**src/rtl/ptw_pkg.sv**
```systemverilog
package ptw_pkg;
    localparam int ADDR_W = 32;
    localparam int DOM_W  = 4;
    localparam int DOM_LSB = 5;
    localparam int L1_SHIFT = 18;
    localparam int L2_SHIFT = 10;

    localparam logic [ADDR_W-1:0] L1_BASE_MASK   = 32'hFFFF_C000;
    localparam logic [ADDR_W-1:0] L2_BASE_MASK   = 32'hFFFF_FC00;
    localparam logic [ADDR_W-1:0] L2_INDEX_MASK  = 32'h000F_F000;
    localparam logic [ADDR_W-1:0] SEC_PERM_MASK  = 32'h0000_0C0C;
    localparam logic [ADDR_W-1:0] PAGE_PERM_MASK = 32'h0000_0FFC;
    localparam logic [ADDR_W-1:0] WORD_ALIGN     = 32'hFFFF_FFFC;

    typedef enum logic [2:0] {
        ST_IDLE, ST_L1_REQ, ST_L1_WAIT, ST_L2_REQ, ST_L2_WAIT, ST_DONE
    } walk_st_e;

    typedef enum logic [1:0] {
        MAP_NONE = 2'd0, MAP_SMALL = 2'd1, MAP_LARGE = 2'd2, MAP_SECTION = 2'd3
    } map_kind_e;

    typedef enum logic [1:0] {
        FLT_NONE = 2'd0, FLT_SECTION = 2'd1, FLT_PAGE = 2'd2
    } flt_e;

    typedef struct packed {
        map_kind_e         kind;
        flt_e              fault;
        logic [DOM_W-1:0]  domain;
        logic [ADDR_W-1:0] perms;
        logic [ADDR_W-1:0] phys;
    } walk_res_t;
endpackage

```
**src/rtl/ptw_addr_gen.sv**
```systemverilog
module ptw_addr_gen
    import ptw_pkg::*;
(
    input  logic [ADDR_W-1:0] va,
    input  logic [ADDR_W-1:0] ttb,
    input  logic [ADDR_W-1:0] l1_desc,
    output logic [ADDR_W-1:0] l1_addr,
    output logic [ADDR_W-1:0] l2_addr
);
    always_comb begin
        l1_addr = ((ttb & L1_BASE_MASK) | (va >> L1_SHIFT)) & WORD_ALIGN;
        l2_addr = ((l1_desc & L2_BASE_MASK) | ((va & L2_INDEX_MASK) >> L2_SHIFT)) & WORD_ALIGN;
    end
endmodule

```
**src/rtl/ptw_desc_decode.sv**
```systemverilog
module ptw_desc_decode
    import ptw_pkg::*;
(
    input  logic [ADDR_W-1:0] l1_desc,
    input  logic [ADDR_W-1:0] l2_desc,
    output logic              l1_table,
    output walk_res_t         l1_res,
    output walk_res_t         l2_res
);
    logic [DOM_W-1:0] l1_dom;

    always_comb begin
        l1_dom   = l1_desc[DOM_LSB +: DOM_W];
        l1_table = 1'b0;
        l1_res   = '0;
        unique case (l1_desc[1:0])
            2'b10: begin
                l1_res.kind   = MAP_SECTION;
                l1_res.fault  = FLT_NONE;
                l1_res.domain = l1_dom;
                l1_res.perms  = l1_desc & SEC_PERM_MASK;
                l1_res.phys   = l1_desc;
            end
            2'b01: l1_table = 1'b1;
            default: l1_res.fault = FLT_SECTION;
        endcase

        l2_res        = '0;
        l2_res.domain = l1_dom;
        unique case (l2_desc[1:0])
            2'b01, 2'b10: begin
                l2_res.kind  = (l2_desc[1:0] == 2'b01) ? MAP_LARGE : MAP_SMALL;
                l2_res.perms = l2_desc & PAGE_PERM_MASK;
                l2_res.phys  = l2_desc;
            end
            default: l2_res.fault = FLT_PAGE;
        endcase
    end
endmodule

```
**src/rtl/pt_walker.sv**
```systemverilog
module pt_walker
    import ptw_pkg::*;
(
    input  logic        clk,
    input  logic        rst_n,
    input  logic        walk_start,
    input  logic [31:0] walk_va,
    input  logic [31:0] table_base,
    output logic        walk_busy,
    output logic        mem_req,
    output logic [31:0] mem_addr,
    input  logic        mem_valid,
    input  logic [31:0] mem_rdata,
    output logic        walk_done,
    output logic [1:0]  walk_fault,
    output logic [1:0]  walk_kind,
    output logic [3:0]  walk_domain,
    output logic [31:0] walk_perms,
    output logic [31:0] walk_phys,
    output logic [31:0] walk_va_out
);
    typedef struct packed {
        walk_st_e          st;
        logic [ADDR_W-1:0] va;
        logic [ADDR_W-1:0] ttb;
        logic [ADDR_W-1:0] l1d;
        walk_res_t         res;
    } walk_q_t;

    walk_q_t q, d;

    logic [ADDR_W-1:0] l1_addr_c, l2_addr_c, l1_sel_c;
    logic              l1_table_c;
    walk_res_t         l1_res_c, l2_res_c;

    ptw_addr_gen u_addr (
        .va      (q.va),
        .ttb     (q.ttb),
        .l1_desc (q.l1d),
        .l1_addr (l1_addr_c),
        .l2_addr (l2_addr_c)
    );

    assign l1_sel_c = (q.st == ST_L1_WAIT) ? mem_rdata : q.l1d;

    ptw_desc_decode u_dec (
        .l1_desc  (l1_sel_c),
        .l2_desc  (mem_rdata),
        .l1_table (l1_table_c),
        .l1_res   (l1_res_c),
        .l2_res   (l2_res_c)
    );

    always_comb begin
        d = q;
        unique case (q.st)
            ST_IDLE: if (walk_start) begin
                d.st  = ST_L1_REQ;
                d.va  = walk_va;
                d.ttb = table_base;
                d.l1d = '0;
                d.res = '0;
            end
            ST_L1_REQ: d.st = ST_L1_WAIT;
            ST_L1_WAIT: if (mem_valid) begin
                d.l1d = mem_rdata;
                if (l1_table_c) d.st = ST_L2_REQ;
                else begin
                    d.res = l1_res_c;
                    d.st  = ST_DONE;
                end
            end
            ST_L2_REQ: d.st = ST_L2_WAIT;
            ST_L2_WAIT: if (mem_valid) begin
                d.res = l2_res_c;
                d.st  = ST_DONE;
            end
            ST_DONE: d.st = ST_IDLE;
            default: d.st = ST_IDLE;
        endcase
    end

    always_ff @(posedge clk) begin
        if (!rst_n) begin
            q    <= '0;
            q.st <= ST_IDLE;
        end else begin
            q <= d;
        end
    end

    always_comb begin
        walk_busy   = (q.st != ST_IDLE);
        mem_req     = (q.st == ST_L1_REQ) || (q.st == ST_L2_REQ);
        mem_addr    = (q.st == ST_L2_REQ) ? l2_addr_c :
                      (q.st == ST_L1_REQ) ? l1_addr_c : '0;
        walk_done   = (q.st == ST_DONE);
        walk_fault  = q.res.fault;
        walk_kind   = q.res.kind;
        walk_domain = q.res.domain;
        walk_perms  = q.res.perms;
        walk_phys   = q.res.phys;
        walk_va_out = q.va;
    end

    // every request lasts exactly one cycle
    p_req_pulse_r8: assert property (@(posedge clk) disable iff (!rst_n)
        mem_req |=> !mem_req);
    // the result strobe lasts one cycle
    p_done_pulse_r8: assert property (@(posedge clk) disable iff (!rst_n)
        walk_done |=> !walk_done);
    // a result only follows returned data
    p_done_after_data_r10: assert property (@(posedge clk) disable iff (!rst_n)
        walk_done |-> $past(mem_valid));
    // a faulted walk reports no mapping
    p_fault_no_map_r3: assert property (@(posedge clk) disable iff (!rst_n)
        (walk_done && walk_fault != 2'd0) |-> walk_kind == 2'd0);
    // a section fault reports domain zero
    p_sec_fault_dom_r3: assert property (@(posedge clk) disable iff (!rst_n)
        (walk_done && walk_fault == 2'd1) |-> walk_domain == 4'd0);
    // a start while busy does not end the walk early
    p_busy_hold_r9: assert property (@(posedge clk) disable iff (!rst_n)
        (walk_busy && walk_start && !walk_done) |=> walk_busy);
    // descriptor reads are word aligned
    p_addr_aligned_r2: assert property (@(posedge clk) disable iff (!rst_n)
        mem_req |-> mem_addr[1:0] == 2'b00);
    // a second read only follows a table pointer
    p_l2_after_table_r5: assert property (@(posedge clk) disable iff (!rst_n)
        (q.st == ST_L2_REQ) |-> ($past(mem_rdata[1:0]) == 2'b01 && $past(mem_valid)));
endmodule

```
**config.mk**
```make
export PLATFORM = sky130hd
export DESIGN_NAME = pt_walker
export DESIGN_NICKNAME = d
export VERILOG_FILES = /design/src/rtl/ptw_pkg.sv /design/src/rtl/ptw_addr_gen.sv /design/src/rtl/ptw_desc_decode.sv /design/src/rtl/pt_walker.sv
export SDC_FILE = /design/constraint.sdc
export NUM_CORES = 1
export LEC_CHECK = 0
export BUFFER_PORTS_ARGS = -buffer_cell sky130_fd_sc_hd__buf_2
export CORE_UTILIZATION = 29
export DETAILED_ROUTE_END_ITERATION = 8
export PLACE_DENSITY_LB_ADDON = 0.12
export SYNTH_ARGS = -nofsm -noshare
export SYNTH_HDL_FRONTEND = slang
export SYNTH_HIERARCHICAL = 1
export SYNTH_SLANG_ARGS = --single-unit
export TNS_END_PERCENT = 100
```
**constraint.sdc**
```tcl
create_clock -name clk -period 3.8 [get_ports clk]
set_input_delay 0.38 -clock clk [delete_from_list [all_inputs] [get_ports clk]]
set_output_delay 0.38 -clock clk [all_outputs]
set_load 0.005 [all_outputs]
```
==> flow_results.xml <==
<?xml version="1.0" encoding="UTF-8"?>
<metrics>
  <group name="run_status">
    <metric name="outcome" unit="">completed</metric>
  </group>
  <group name="clock_network">
    <metric name="clkLatencyLatePin" unit="ps">430</metric>
    <metric name="cts_resized" unit="">0</metric>
    <metric name="clock_sink_count" unit="">157</metric>
    <metric name="h_tree_levels" unit="">4</metric>
    <metric name="root_buffer" unit="">sky130_fd_sc_hd__clkbuf_16</metric>
    <metric name="cts_max_path_buffers" unit="">2</metric>
    <metric name="tritoncts" unit="">built</metric>
    <metric name="cts.repair_timing.setup_buffer_count" unit="">0</metric>
    <metric name="number_of_buffers_inserted_for_hold_repair_after_clock_tree_synthesis" unit="">0</metric>
    <metric name="path_clk_slew" unit="ps">70</metric>
    <metric name="number_of_buffers_created_by_cts" unit="">17</metric>
  </group>
  <group name="cells_and_area">
    <metric name="most_common_library_cell_in_the_layout_ignoring_fill_and_taps" unit="">sky130_fd_sc_hd__buf_2</metric>
    <metric name="syn_to_final_growth" unit="%">2.69</metric>
    <metric name="drive_gt1_share" unit="%">36.1</metric>
    <metric name="fin_area" unit="um^2">10200</metric>
    <metric name="commonest_non_fill_non_tap_cells_in_the_layout" unit="">sky130_fd_sc_hd__buf_2 (221), sky130_fd_sc_hd__dfxtp_1 (155), sky130_fd_sc_hd__nand2_1 (102), sky130_fd_sc_hd__a221o_1 (72), sky130_fd_sc_hd__a21boi_0 (66)</metric>
    <metric name="nets" unit="">1160</metric>
  </group>
  <group name="placed_design">
    <metric name="place_congestion" unit="">0.705</metric>
    <metric name="detailed_place.area" unit="um^2">9610</metric>
    <metric name="placement.setup.worst_slack" unit="ps">548</metric>
    <metric name="portBuffers" unit="">222</metric>
    <metric name="post-dp-hpwl" unit="um">17400</metric>
  </group>
  <group name="setup_path">
    <metric name="worst_setup_path_startpoint" unit="">q[169]$_SDFFE_PN0P_</metric>
    <metric name="timing.critical_path.arrival" unit="ps">3600</metric>
    <metric name="crit_path_max_incr_delay" unit="ps">730</metric>
    <metric name="worst_path_dominant_cell_family" unit="">simple AND/OR/NAND/NOR gates</metric>
    <metric name="critical_path.max_fanout" unit="">72</metric>
    <metric name="setup.worst_path.class" unit="">register to register</metric>
    <metric name="cp_startpoint_kind" unit="">register</metric>
    <metric name="crit_required" unit="ps">4170</metric>
    <metric name="critical_path_slowest_stage_cell" unit="">sky130_fd_sc_hd__dfxtp_4</metric>
    <metric name="worst_r2r_startpoint" unit="">q[169]$_SDFFE_PN0P_</metric>
    <metric name="crit_chain" unit="">nand2_2 &gt; mux2_2 &gt; inv_1 &gt; ha_1 &gt; nand4bb_1 &gt; and3_2 &gt; buf_4 &gt; o221a_2</metric>
    <metric name="crit_buf_inv" unit="">2</metric>
    <metric name="setup.worst_path.end_class" unit="">register</metric>
  </group>
  <group name="floorplanning">
    <metric name="floorplan.rows" unit="">67</metric>
    <metric name="die_x" unit="um">187</metric>
    <metric name="ios" unit="">239</metric>
    <metric name="die_h" unit="um">187</metric>
    <metric name="core" unit="um^2">33600</metric>
    <metric name="design.die.area" unit="um^2">35000</metric>
    <metric name="start_util" unit="%">29.5</metric>
  </group>
  <group name="timing">
    <metric name="worst-slew-pin-transition" unit="ps">1030</metric>
    <metric name="report.final.slew_viol_count" unit="">0</metric>
    <metric name="finalCriticalPeriod" unit="ps">3220</metric>
    <metric name="fmax" unit="GHz">0.310</metric>
    <metric name="finalHoldViolCount" unit="">0</metric>
    <metric name="fin_tns_setup" unit="ps">0</metric>
    <metric name="setup-violations-final" unit="">0</metric>
    <metric name="setup_ws" unit="ps">578</metric>
    <metric name="final_min_period_over_clock_period" unit="%">84.8</metric>
    <metric name="finClkSkew" unit="ps">8.01</metric>
    <metric name="rsz0062_at_grt" unit="">false</metric>
    <metric name="slew_headroom" unit="%">31.4</metric>
  </group>
  <group name="global_routing">
    <metric name="vias_in_the_first_global_route" unit="">7212</metric>
    <metric name="grt-busiest-layer" unit="">met2</metric>
    <metric name="grt_use_met3" unit="%">5.57</metric>
    <metric name="global_route_total_overflow" unit="">0</metric>
    <metric name="grt_antenna_before_repair" unit="">4</metric>
    <metric name="grt_start_max_net_pins" unit="">98</metric>
    <metric name="gr_util_met2" unit="%">24.9</metric>
    <metric name="grt_pass1_wl" unit="um">44100</metric>
    <metric name="grt.met1_usage" unit="%">21.7</metric>
    <metric name="track_usage" unit="%">16.2</metric>
  </group>
  <group name="route">
    <metric name="vias_per_cell" unit="">4.68</metric>
    <metric name="postRouteWirelength" unit="um">28200</metric>
    <metric name="ant_nets" unit="">0</metric>
    <metric name="drt_drc_violations_left" unit="">0</metric>
    <metric name="drt_pass1_iterations" unit="">4</metric>
    <metric name="avgRoutedWirePerCell" unit="um">18.6</metric>
    <metric name="first_iter_violations" unit="">357</metric>
    <metric name="route.vias.total" unit="">7092</metric>
  </group>
  <group name="worst_hold_path">
    <metric name="worst_hold_path_type" unit="">primary input to register</metric>
    <metric name="hold_path.startpoint" unit="">table_base[16]</metric>
  </group>
  <group name="power_and_ir_drop">
    <metric name="switching_share" unit="%">29.4</metric>
    <metric name="power_density" unit="nW/um^2">446</metric>
    <metric name="power.total" unit="W">0.00454</metric>
    <metric name="vdd.ir_drop.worst" unit="V">0.000326</metric>
    <metric name="sequentialPowerShare" unit="%">41.6</metric>
    <metric name="clk_network_pwr_share" unit="%">38.0</metric>
    <metric name="combPwrFrac" unit="%">20.4</metric>
    <metric name="switching_power" unit="W">0.00133</metric>
    <metric name="power.leakage" unit="nW">4.36</metric>
    <metric name="p_int" unit="W">0.00321</metric>
  </group>
  <group name="run">
    <metric name="drv.max_cap_violation_count" unit="">0</metric>
  </group>
  <group name="logic_synthesis">
    <metric name="number_of_warnings_printed_during_yosys_synthesis" unit="">6</metric>
    <metric name="synth_area_per_cell" unit="um^2">9.04</metric>
    <metric name="post_synth_inst_count" unit="">1097</metric>
    <metric name="post_synth_instance_area" unit="um^2">9920</metric>
  </group>
</metrics>
[per-stage QoR]
stage | cells | hold WS [ps] | utilization (%)
2_1_floorplan | 1151 | 435 | -
3_3_place_gp | 1484 | 444 | 28.6
3_5_place_dp | 1484 | 445 | 28.6
4_1_cts | 1513 | 161 | 30.3
5_1_grt | 1513 | 173 | 30.3
6_report | 1516 | 186 | 30.3
[cell type report]
| type | instances | area [um^2] |
|---|---|---|
| antenna | 3 | 7.51 |
| sequential | 157 | 3150 |
| clock inverter | 6 | 86.3 |
| tap | 448 | 561 |
| clock buffer | 23 | 479 |
| multi-input combinational | 634 | 4590 |
| inverter | 7 | 26.3 |
| timing repair buffer | 238 | 1280 |
| fill | 3557 | 23400 |
[worst reg2reg max path, delay by kind of cell (launching register included)]
| family | cells | cell delay, ps |
|---|---|---|
| compound gates | 1 | 370 |
| buf+inv | 2 | 730 |
| fa+ha+maj | 1 | 160 |
| flops | 1 | 730 |
| mux | 1 | 400 |
| simple gates | 3 | 770 |
[state kept, by name, summed over array words and instances, names as in the netlist]
| name | flops |
|---|---|
| walk_phys | 32 |
| walk_va_out | 32 |
| walk_domain | 4 |
| walk_fault | 2 |
| q | 53 |
| walk_kind | 2 |
| walk_perms | 32 |
[metal layers]
metal / part of all wire (%) / wire [um]
met5: 0.046 / 13
met4: 0.97 / 274
met3: 6.7 / 1900
met2: 45 / 12700
met1: 47 / 13400
[power by group through the flow]
stage	registers (W)	logic [W]	clock network [W]
6_report	0.00189	0.000926	0.00173
5_1_grt	0.00191	0.00102	0.00186
4_1_cts	0.00189	0.000946	0.00181
3_5_place_dp	0.00193	0.000945	0
3_3_place_gp	0.00192	0.000940	0
2_1_floorplan	0.00188	0.000891	0
[path summary, 6_finish.rpt]
| kind | to | slack (ps) | cells past startpoint |
|---|---|---|---|
| worst max-delay path | walk_perms[3]$_SDFFE_PN0P_ | 580 | 8 |
| worst min-delay path | q[120]$_SDFFE_PN0P_ | 190 | 3 |
| worst max register to register | walk_perms[3]$_SDFFE_PN0P_ | 580 | 8 |
| worst min register to register | q[121]$_SDFFE_PN0P_ | 460 | 2 |
Power figures use the tool's default switching activity.
